[config.mk]
export PLATFORM = sky130hd
export DESIGN_NAME = pin_func_guard
export DESIGN_NICKNAME = d
export VERILOG_FILES = /design/src/rtl/pin_func_guard.sv
export SDC_FILE = /design/constraint.sdc
export NUM_CORES = 1
export LEC_CHECK = 0
export BUFFER_PORTS_ARGS = -buffer_cell sky130_fd_sc_hd__buf_4
export CORE_MARGIN = 1
export CORE_UTILIZATION = 36
export DETAILED_ROUTE_END_ITERATION = 8
export MAX_ROUTING_LAYER = met4
export PLACE_DENSITY = 0.77
export SLEW_MARGIN = 20
export SYNTH_ARGS = -nofsm -noshare
export SYNTH_HDL_FRONTEND = slang
export SYNTH_SLANG_ARGS = --single-unit
export TNS_END_PERCENT = 100
[constraint.sdc]
create_clock -name clk -period 1.3 [get_ports clk]
set_input_delay 0.325 -clock clk [delete_from_list [all_inputs] [get_ports clk]]
set_output_delay 0.325 -clock clk [all_outputs]
set_load 0.01 [all_outputs]
[src/rtl/pin_func_guard.sv]
module pin_func_guard #(
  parameter int PINS = 8,
  parameter int AW = 12,
  parameter int DW = 32,
  parameter logic [DW-1:0] KEY = 32'h0ACC_E551,
  parameter logic [AW-1:0] SEL_OFS = 12'h420,
  parameter logic [AW-1:0] LOCK_OFS = 12'h520,
  parameter logic [AW-1:0] PERMIT_OFS = 12'h524
) (
  input  logic            clk,
  input  logic            rst_n,
  input  logic            wr_en,
  input  logic [AW-1:0]   addr,
  input  logic [DW-1:0]   wdata,
  output logic [DW-1:0]   rdata,
  output logic [PINS-1:0] mux_sel
);
  localparam int PAD = DW - PINS;

  logic            locked_q;
  logic [PINS-1:0] permit_q;
  logic [PINS-1:0] sel_q;

  wire hit_sel    = addr == SEL_OFS;
  wire hit_lock   = addr == LOCK_OFS;
  wire hit_permit = addr == PERMIT_OFS;
  wire [PINS-1:0] wbits = wdata[PINS-1:0];

  always_ff @(posedge clk) begin
    if (!rst_n) begin
      locked_q <= 1'b1;
      permit_q <= '1;
      sel_q    <= '0;
    end else if (wr_en) begin
      if (hit_lock)
        locked_q <= (wdata != KEY);
      if (hit_permit && !locked_q)
        permit_q <= wbits;
      if (hit_sel)
        sel_q <= (sel_q & ~permit_q) | (wbits & permit_q);
    end
  end

  always_comb begin
    rdata = '0;
    if (hit_sel)         rdata = {{PAD{1'b0}}, sel_q};
    else if (hit_lock)   rdata = {{(DW-1){1'b0}}, locked_q};
    else if (hit_permit) rdata = {{PAD{1'b0}}, permit_q};
  end

  assign mux_sel = sel_q;
endmodule

==> impl.org, run 1 <==
** Floorplan
- Placeable core region :: 0.003053 mm²
- Top-level I/O count :: 87
- The floorplan step defined a die boundary enclosing 0.003442 mm².
- The floorplan has 20 rows.
- The die is 58.67 µm wide.
- Initial standard-cell utilization of the core :: 37.87%
- The die is 58.67 µm tall.

** Route
- Total routed wirelength :: 3053 µm
- After detailed routing, the number of vias per cell comes to 4.667.
- In the routed design, unresolved DRC markers number 0.
- In this run the remaining antenna-violating nets after routing total 0.
- After detailed routing, the average wire length per cell comes to 11.56 µm.
- The final route contains 1232 vias.
- Number of iterations in the first detailed-routing pass :: 4
- The first routing iteration left 29 violations.

** Synthesis
- The mapped netlist covers 0.001156 mm².
- Synthesis produced 137 cells.
- Mean instance size in the synthesized netlist :: 8.439 µm²
- Largest area contributor in the synthesized netlist :: sky130_fd_sc_hd__dfxtp_1
- Library cells used by synthesis :: 29
- FF+latch count, synth :: 17
- Number of warnings issued by yosys :: 0
- Sequential cell area fraction in the yosys report :: 29.44%
- Share of the synthesized area in the top cell type :: 29.44%
- After synthesis, the cell types taking the most area are sky130_fd_sc_hd__dfxtp_1, sky130_fd_sc_hd__buf_4, sky130_fd_sc_hd__mux2i_1.

** Placement
- Summed over all nets, the half-perimeter wirelength after detailed placement is 2284 µm.
- Placed Instances :: 254
- Count of port buffers added during placement :: 62
- The congestion estimate from routability-driven global placement came to 0.8085.
- Post-placement cell area :: 0.001734 mm²

** CTS
- CTS saw 17 sinks.
- Counting the buffers created by CTS gives 3.
- Buffer type at the clock tree root :: sky130_fd_sc_hd__clkbuf_4
- TritonCTS clock tree :: yes
- CTS built an H-tree with a depth of 1.
- Clock buffer depth :: 2
- At the later pin of the worst-skew pair, clock insertion delay measures 0.29 ns.
- CTS clock-pin slew for the worst setup and hold paths :: 0.10 ns
- Cts hold-fix bufs :: 0

** STA
- Maximum clock frequency :: 0.6327 GHz
- Final hold analysis gives a worst-case slack of 0.2541 ns.
- Final-report setup violation count :: 25
- The final critical path takes up 121.6% of the cycle.
- Unrepaired setup endpoints after global routing :: yes
- Across the routed clock network, the largest skew measured is 0.002285 ns.
- The number of pins with negative max-slew slack in the final report came to 0.
- Worst path setup slack after routing :: -0.2806 ns
- Minimum period implied by the final worst setup slack :: 1.581 ns
- Adding up every negative setup slack in the final design gives -3.115 ns.
- The final hold violation count came to 0.

** Layout
- Fin nets :: 268
- Layout overhead on the synthesized area :: 64.07%
- After routing the design area is 0.001897 mm².
- Number of diodes :: 0
- Fraction of final layout cells sized beyond drive strength 1 :: 51.82%
- The top cell types in the final layout, fill and taps aside, are sky130_fd_sc_hd__buf_4, sky130_fd_sc_hd__conb_1, sky130_fd_sc_hd__dfxtp_1, sky130_fd_sc_hd__mux2i_1, sky130_fd_sc_hd__nand2_1.
- After the flow finishes, the layout carries non-filler instances totaling 264.
- Most common cell after layout, fill and taps aside :: sky130_fd_sc_hd__buf_4

** Worst setup path
- Crit start category :: primary input
- Highest-delay cell along the critical path :: sky130_fd_sc_hd__nor4b_4
- STA classifies the critical path endpoint as an output pin.
- Cells along the critical path :: buf_6, nor4b_4, nand3_2, nor2_2, buf_4
- The worst setup path is of the in -> out kind.
- Critical Path Max Stage Delay :: 0.39 ns
- Data required time at the worst endpoint :: 0.98 ns
- Critical path fanouts, max :: 4
- At the worst endpoint, the arrival time is 1.26 ns.

** GRT
- Congestion Overflow GR :: 0
- The initial antenna violation count came to 0.
- Largest net degree at the start of global routing :: 12
- All-Layer GR Usage :: 16.90%
- The via count of the first global-routing pass was 1006.
- The first global-routing pass estimated 4284 µm of wire.

** Worst hold path
- The min-delay analysis places its worst path in the category in -> reg.

** Power
- Summed over all cells, the static leakage comes to 0.9526 nW.
- Total power draw :: 0.001060 W
- PwrDens :: 558.7 mW/mm²
- The worst-case IR drop observed on VDD is 338.9 µV.

** Run status
- Violated checks :: setup timing
- Result of the run :: complete, but fails checks

** Flow run
- Max_cap viols :: 0
final cells by class:
class / count / area [µm²]
timing repair buffer: 82 / 664.4
inverter: 7 / 26.28
sequential: 17 / 340.3
multi-input combinational: 110 / 783.3
fill: 274 / 1156
clock inverter: 1 / 5.005
tap: 44 / 55.05
clock buffer: 3 / 22.52
cell families (layout without fill, tap and decap cells):
family / count (synthesis) / in the layout / share of synthesized area (%)
compound gates: 24 / 24 / 12.77
buf+inv: 34 / 93 / 19.48
flops: 17 / 17 / 29.44
mux: 10 / 10 / 8.658
other cells: 1 / 24 / 0.3244
simple gates: 51 / 52 / 29.33
cells in the mapped netlist, drive strengths merged:
| cell | count |
|---|---|
| nand3 | 8 |
| nor3b | 1 |
| nand2 | 9 |
| nor4b | 3 |
| and4b | 1 |
| a21boi | 2 |
| dfxtp | 17 |
| a22oi | 7 |
| nor3 | 1 |
| nand4 | 4 |
| and2 | 1 |
| buf | 25 |
| inv | 7 |
| a21oi | 7 |
| and3 | 2 |
| nand3b | 1 |
| mux2i | 10 |
| nor4 | 2 |
| and4 | 1 |
| nor2 | 13 |
| o21a | 2 |
| conb | 1 |
| clkbuf | 2 |
| o21ai | 6 |
| nor4bb | 4 |
metal layers:
layer / part of all wire (%) / wire [µm] / global-route usage, % / vias to the layer above
met2: 51 / 1566 / 30.05 / 52
met5: 0 / 0 / - / -
met3: 6.7 / 204 / 3.297 / 4
met1: 41 / 1253 / 19.92 / 568
met4: 0.95 / 29 / 3.061 / 0
li1: - / - / - / 608
power breakdown:
part	switching, W	total, W	internal (W)
Clock	0.000173	0.000288	0.000115
Sequential	0.0000000195	0.000520	0.000520
Combinational	0.000110	0.000252	0.000141
final timing paths:
| kind | slack, ns | from | to | cells past startpoint |
|---|---|---|---|---|
| worst min register to register | 0.51 | permit_q[2]$_SDFFE_PN1P_ | register | 2 |
| worst max register to register | 0.05 | locked_q$_SDFFE_PN1P_ | permit_q[0]$_SDFFE_PN1P_ | 4 |
| worst max-delay path | -0.28 | addr[4] | rdata[0] | 5 |
| worst min-delay path | 0.25 | wdata[5] | permit_q[5]$_SDFFE_PN1P_ | 3 |
timing repair:
| action | in CTS | in global routing |
|---|---|---|
| endpoints found under the setup margin | 17 | 25 |
| pin swaps | 22 | 10 |
| cloned | 1 | 1 |
| setup buffers | 4 | 1 |
| resized for setup | 8 | 15 |
metrics by stage:
| stage | utilization [%] | setup slack, ns |
|---|---|---|
| after floorplan | - | -0.1653 |
| after global placement | 56.80 | -0.3802 |
| after detailed placement | 56.80 | -0.3768 |
| after CTS | 59.84 | -0.2848 |
| after global routing | 62.13 | -0.3543 |
| final | 62.13 | -0.2806 |
worst max-delay path, delay by kind of cell:
family	cells	cell delay, ns
AND/OR/NAND/NOR	3	0.72
buffers and inverters	2	0.21
No activity file was read; power rests on OpenSTA's default activity.
==> inputs of run 2 (changes only) <==
--- a/config.mk
+++ b/config.mk
@@ -10,8 +10,7 @@
 export CORE_UTILIZATION = 36
 export DETAILED_ROUTE_END_ITERATION = 8
 export MAX_ROUTING_LAYER = met4
-export PLACE_DENSITY = 0.77
-export SLEW_MARGIN = 20
+export PLACE_DENSITY = 0.76
 export SYNTH_ARGS = -nofsm -noshare
 export SYNTH_HDL_FRONTEND = slang
 export SYNTH_SLANG_ARGS = --single-unit
==> run 2 against run 1 <==
  * The run still ends with setup timing left
  * Combinational power about the same
  * First-iteration DRC count up 14%
  * Via count up 0.24%
  * Design area down 0.33%
  * Core utilization down 0.20 points
  * Count of clock-buffer cells in the layout unchanged
  * Critical path type unchanged
==> impl.org, run 2 (same netlist as run 1, synthesis figures left out) <==
** Placement
- Routability cong. :: 0.7509
- OpenSTA, run right after detailed placement, puts the worst setup slack at -0.3881 ns.
- Input and output buffers added on the ports amount to 62.
- After legalization and detailed placement, the total HPWL measured 2394 µm.

** Layout
- Fraction of final layout cells sized beyond drive strength 1 :: 49.77%
- The library cell used most frequently in the layout, excluding fill and tap cells, is sky130_fd_sc_hd__buf_4.
- Counting the fill cells in the layout gives 291.
- Layout overhead on the synthesized area :: 63.53%
- Area of the multi-input gates :: 783.3 µm²
- The library cells used most frequently in the layout, excluding fill and tap cells, are sky130_fd_sc_hd__buf_4, sky130_fd_sc_hd__conb_1, sky130_fd_sc_hd__dfxtp_1, sky130_fd_sc_hd__mux2i_1, sky130_fd_sc_hd__buf_6.
- Number of diodes :: 0
- Fin nets :: 267
- Registers take 340.3 µm².

** Worst hold path
- HP Class :: in -> reg

** GRT
- The via count of the first global-routing pass was 1025.
- Entering global routing, the biggest net connects 12 pins.
- Number of antenna violations at the first check in global routing :: 0
- First-pass GRT wire length :: 4526 µm
- All-Layer GR Usage :: 17.98%
- Congestion Overflow GR :: 0

** CTS
- Clock-pin slew was measured on the worst setup and hold paths at 0.10 ns.
- The number of hold buffers added after CTS was 0.
- TritonCTS clock tree :: yes
- The later pin in the worst-skew pair is clocked with a latency of 0.29 ns.
- Total number of H-tree levels :: 1
- Clock buffer depth :: 2
- Total clock buffers created by CTS :: 3
- Buffer type at the clock tree root :: sky130_fd_sc_hd__clkbuf_4
- Clock tree synthesis found a total of 17 sinks.

** Power
- In this run, the combinational gates consume 23.8% of the power.
- Clock share of power :: 27.3%
- Net switching is 27.22% of the power.
- Net switching power :: 0.0002898 W
- IR analysis of the VDD net gives a maximum drop of 625.8 µV.
- Share of total power in sequential cells :: 48.9%
- For this design the static power due to leakage is 0.9565 nW.
- Int Pwr :: 0.0007749 W
- PwrDens :: 563.2 mW/mm²

** Floorplan
- Top-level I/O count :: 87
- Placeable core region :: 0.003053 mm²
- Std-Cell Rows :: 20
- Initial standard-cell utilization of the core :: 37.87%
- In this run the vertical extent of the chip is 58.67 µm.
- Chip Width :: 58.67 µm
- Overall die area :: 0.003442 mm²

** Worst setup path
- Among the stages of the critical path, the cell type that occurs most often is sky130_fd_sc_hd__buf_4.
- Data on the critical path arrives at its endpoint at 1.28 ns.
- Critical Path Max Stage Delay :: 0.25 ns
- Worst-case register-to-register setup slack :: 0.01 ns
- The slowest stage of the critical path is the sky130_fd_sc_hd__nor4b_4 cell.
- Critical path fanouts, max :: 5
- Walking the worst path, the cells encountered are buf_6, nor4b_4, buf_4, nand3_4, nor2_2, buf_4.
- STA classifies the critical path endpoint as an output pin.
- Worst setup path class :: in -> out
- The worst setup path is launched from a primary input.
- Data required time at the worst endpoint :: 0.98 ns

** Route
- Dividing the detail-routed via count by the number of cells gives 4.696.
- The routed design has 3157 µm of wire.
- Number of iterations in the first detailed-routing pass :: 4
- Detail Route Antenna Nets :: 0
- Via count :: 1235
- Wirelength per Cell :: 12.00 µm
- First-iteration detailed-routing DRC count :: 33
- For this run, design rule violations remaining after detail routing come to 0.

** Flow run
- Across the run, the number of max-cap violations was 0.

** STA
- Final period utilization :: 123.2%
- Final-report setup violation count :: 11
- Clock Skew :: 0.0008497 ns
- Total Negative Setup Slacks :: -2.151 ns
- Unrepaired setup endpoints after global routing :: yes
- Based on the critical path, the design can be clocked at up to 0.6246 GHz.
- Counting I/O delays and the setup requirement, the final critical path takes 1.601 ns.
- The number of pins with negative max-slew slack in the final report is 0.
- The final hold violation count was 0.
- Worst path setup slack after routing :: -0.3011 ns

** Run status
- The checks that failed: setup timing.
- Result of the run :: complete, but fails checks
## run 2: path summary, 6_finish.rpt
path                               from  cells past startpoint                  endpoint
hold reg to reg                register                      2                  register
setup reg to reg  locked_q$_SDFFE_PN1P_                      4  permit_q[1]$_SDFFE_PN1P_
setup / recovery                addr[6]                      6                  rdata[7]
hold / removal                 wdata[5]                      3  permit_q[5]$_SDFFE_PN1P_
## run 2: cell type report
cell class	count	share of cell area [%]
well taps	44	2.912
clock inverters	1	0.2647
flip-flops and latches	17	18.00
clock buffers	3	1.191
multi-input cells	110	41.43
repair buffers	81	34.81
inverters	7	1.390
## run 2: layer usage
metal / track usage [%] / share of wire, % / vias to the layer above
met5: - / 0 / -
met4: 3.061 / 0.32 / 0
met3: 4.176 / 5.9 / 3
met2: 31.03 / 55 / 46
met1: 21.65 / 38 / 578
li1: - / - / 608
## run 2: through the flow
stage                     util [%]   power, W  instances  instance area, µm²  hold slack, ns
after floorplan                  -  0.0006642        160                1287          0.4501
after global placement       56.56  0.0007651        253                1727          0.4816
after detailed placement     56.56  0.0007692        253                1727          0.4899
after CTS                    60.53   0.001075        262                1848          0.2425
after global routing         61.93   0.001129        263                1891          0.2400
final                        61.93   0.001065        263                1891          0.2565
## run 2: repair_timing
item | CTS | global route
gates cloned | 1 | 0
setup buffers | 4 | 2
setup endpoints to repair | 19 | 25
pin swaps | 16 | 5
gates resized for setup | 17 | 12
## run 2: critical path: cells and delay by family
family	cells	cell delay (ns)
buffers and inverters	3	0.42
AND/OR/NAND/NOR	3	0.53
## run 2: power by group through the flow
stage	clock (W)	sequential (W)	combinational (W)
after floorplan	0	0.000532	0.000132
after global placement	0	0.000532	0.000233
after detailed placement	0	0.000532	0.000237
after CTS	0.000305	0.000521	0.000249
after global routing	0.000336	0.000521	0.000272
final	0.000291	0.000520	0.000253
==> inputs of run 3 (changes only) <==
--- a/config.mk
+++ b/config.mk
@@ -9,8 +9,7 @@
 export CORE_MARGIN = 1
 export CORE_UTILIZATION = 36
 export DETAILED_ROUTE_END_ITERATION = 8
-export MAX_ROUTING_LAYER = met4
-export PLACE_DENSITY = 0.76
+export PLACE_DENSITY_LB_ADDON = 0.08
 export SYNTH_ARGS = -nofsm -noshare
 export SYNTH_HDL_FRONTEND = slang
 export SYNTH_SLANG_ARGS = --single-unit
==> run 3 against run 2 <==
  * The flow still finishes with violations (setup timing)
  * Total power up 0.84%
  * Die area stayed put
  * Non-clock buffer count grew 7
  * Count of clock-buffer cells in the layout up 1
  * Sequential power about the same
  * Routed wire length up 6.8%
  * Highest routed layer unchanged
==> impl.org, run 3 (same netlist as run 1, synthesis figures left out) <==
** CTS
- CTS placed an instance of sky130_fd_sc_hd__clkbuf_4 at the clock tree root.
- Cts hold-fix bufs :: 0
- Clock buffer depth :: 2
- Total number of H-tree levels :: 1
- CTS clock-pin slew for the worst setup and hold paths :: 0.09 ns
- Clock latency at the later pin of the worst-skew pair :: 0.29 ns
- CTS saw 17 sinks.
- TritonCTS clock tree :: yes
- Total clock buffers created by CTS :: 3

** Route
- Post-route DRC :: 0
- The first routing iteration left 32 violations.
- Once detail routing completed, the nets flagged for antenna violations numbered 0.
- The final layout contains routed wiring with a total length of 3372 µm.
- The routed layout has 1270 vias.
- After detailed routing, the average wire length per cell comes to 12.49 µm.
- Vias per std cell :: 4.704
- Number of iterations in the first detailed-routing pass :: 4

** Power
- PwrDens :: 547.6 mW/mm²
- For this design the total switching power over the nets is 0.0002822 W.
- In this run, the combinational gates consume 24.9% of the power.
- VDD sags by at most 467.3 µV.
- Net switching is 26.28% of the power.
- Int Pwr :: 0.0007915 W
- Static leakage :: 0.9931 nW
- Share of total power in sequential cells :: 48.5%
- Clock share of power :: 26.6%

** Layout
- Most common cell after layout, fill and taps aside :: sky130_fd_sc_hd__buf_4
- The final layout contains 274 nets.
- Fraction of final layout cells sized beyond drive strength 1 :: 53.10%
- Number of diodes :: 0
- Cells fill 64.22% of the core in the end.
- From synthesis to final layout, the design area changed by 69.59%.
- Leaving out fill and tap cells, the most frequent cells in the layout are sky130_fd_sc_hd__buf_4, sky130_fd_sc_hd__conb_1, sky130_fd_sc_hd__dfxtp_1, sky130_fd_sc_hd__mux2i_1.

** STA
- Setup violations remaining at the end of the flow were counted as 25.
- After layout, the minimum clock period comes to 1.571 ns.
- After layout, the worst path uses 120.9% of the clock period.
- Clock Skew :: 0.006591 ns
- Unrepaired setup endpoints after global routing :: yes
- Endpoints failing hold :: 0
- For this run, the top clock speed supported by timing is 0.6364 GHz.
- Max Slew Vio Count :: 0
- Setup slack on the critical path of the routed design comes to -0.2713 ns.

** Worst setup path
- Critical Path Sink Type :: output pin
- Critical path arrival :: 1.25 ns
- Critical path fanouts, max :: 5
- Number of cell instances on the worst register-to-register path :: 4
- The critical path ends at rdata[4].
- Crit start category :: primary input
- Worst setup path class :: in -> out
- Data required time at the worst endpoint :: 0.98 ns
- Startpoint of the most critical setup path :: addr[3]
- The worst register-to-register path begins at locked_q$_SDFFE_PN1P_.
- Crit Reg-Reg Endpoint :: permit_q[6]$_SDFFE_PN1P_
- Worst-case register-to-register setup slack :: 0.03 ns

** Floorplan
- In this run the standard cell core region covers 0.003053 mm².
- Overall die area :: 0.003442 mm²
- Top-level I/O count :: 87
- Std-Cell Rows :: 20
- Die Span Y :: 58.67 µm
- Chip Width :: 58.67 µm
- Initial standard-cell utilization of the core :: 37.87%

** GRT
- Largest net degree at the start of global routing :: 12
- All-Layer GR Usage :: 19.71%
- Vias in the first global route :: 1165
- First-pass GRT wire length :: 5175 µm
- Congestion Overflow GR :: 0
- The initial antenna violation count was 0.

** Worst hold path
- The worst hold path was traced through 3 stages.
- HP Class :: in -> reg

** Placement
- Count of port buffers added during placement :: 62
- Once detailed placement completed, the half-perimeter wirelength came to 2475 µm.
- Post-placement setup slack :: -0.4102 ns
- Routability cong. :: 0.7755

** Flow run
- The tool flagged a number of max-cap violations equal to 0.

** Run status
- Result of the run :: complete, but fails checks
- The final reports fail on setup timing.
## run 3: stage by stage
stage,TNS (ns),hold slack [ns],power [W],area [µm²],cells
4_1_cts,-3.063,0.2643,0.001073,1903,269
3_3_place_gp,-8.585,0.4846,0.0007762,1764,258
3_5_place_dp,-8.775,0.4971,0.0007790,1764,258
5_1_grt,-5.452,0.2719,0.001122,1961,270
2_1_floorplan,-2.407,0.4501,0.0006642,1287,160
6_report,-4.147,0.2658,0.001074,1961,270
## run 3: worst min-delay path by stage
| stage | from | endpoint | slack (ns) |
|---|---|---|---|
| final | wdata[4] | permit_q[4]$_SDFFE_PN1P_ | 0.27 |
| after floorplan | wdata[0] | permit_q[0]$_SDFFE_PN1P_ | 0.45 |
| after global placement | register | register | 0.48 |
| after global routing | wdata[4] | permit_q[4]$_SDFFE_PN1P_ | 0.27 |
| after detailed placement | register | register | 0.50 |
| after CTS | wdata[4] | permit_q[4]$_SDFFE_PN1P_ | 0.26 |
## run 3: critical path, stage by stage
cell and delay (ns):
sky130_fd_sc_hd__buf_6 0.10, sky130_fd_sc_hd__nor4b_4 0.25, sky130_fd_sc_hd__buf_4 0.18, sky130_fd_sc_hd__nand3_4 0.14
sky130_fd_sc_hd__nor2_2 0.12, sky130_fd_sc_hd__buf_4 0.13
## run 3: routing by layer
| metal | global-route usage, % | share of wire, % |
|---|---|---|
| met1 | 23.13 | 41 |
| met2 | 36.78 | 52 |
| met3 | 4.835 | 6.9 |
| met4 | 3.061 | 0.42 |
| met5 | 0 | 0 |
## run 3: layout make-up
type	instances	area, µm²
inverter	7	26.28
sequential	17	340.3
tap	44	55.05
fill	293	1092
timing repair buffer	88	706.9
clock buffer	4	26.28
multi-input combinational	110	805.8
## run 3: what timing repair did
item,in CTS,in global routing
setup buffers,7,2
cloned,1,0
pin swaps,19,6
setup endpoints to repair,25,25
gates resized for setup,20,13
## run 3: power by group through the flow
stage,logic (W),clock network (W),registers (W)
global route,0.000289,0.000312,0.000521
finish,0.000268,0.000286,0.000520
floorplan,0.000132,0,0.000532
detailed placement,0.000247,0,0.000532
global placement,0.000244,0,0.000532
CTS,0.000260,0.000292,0.000520
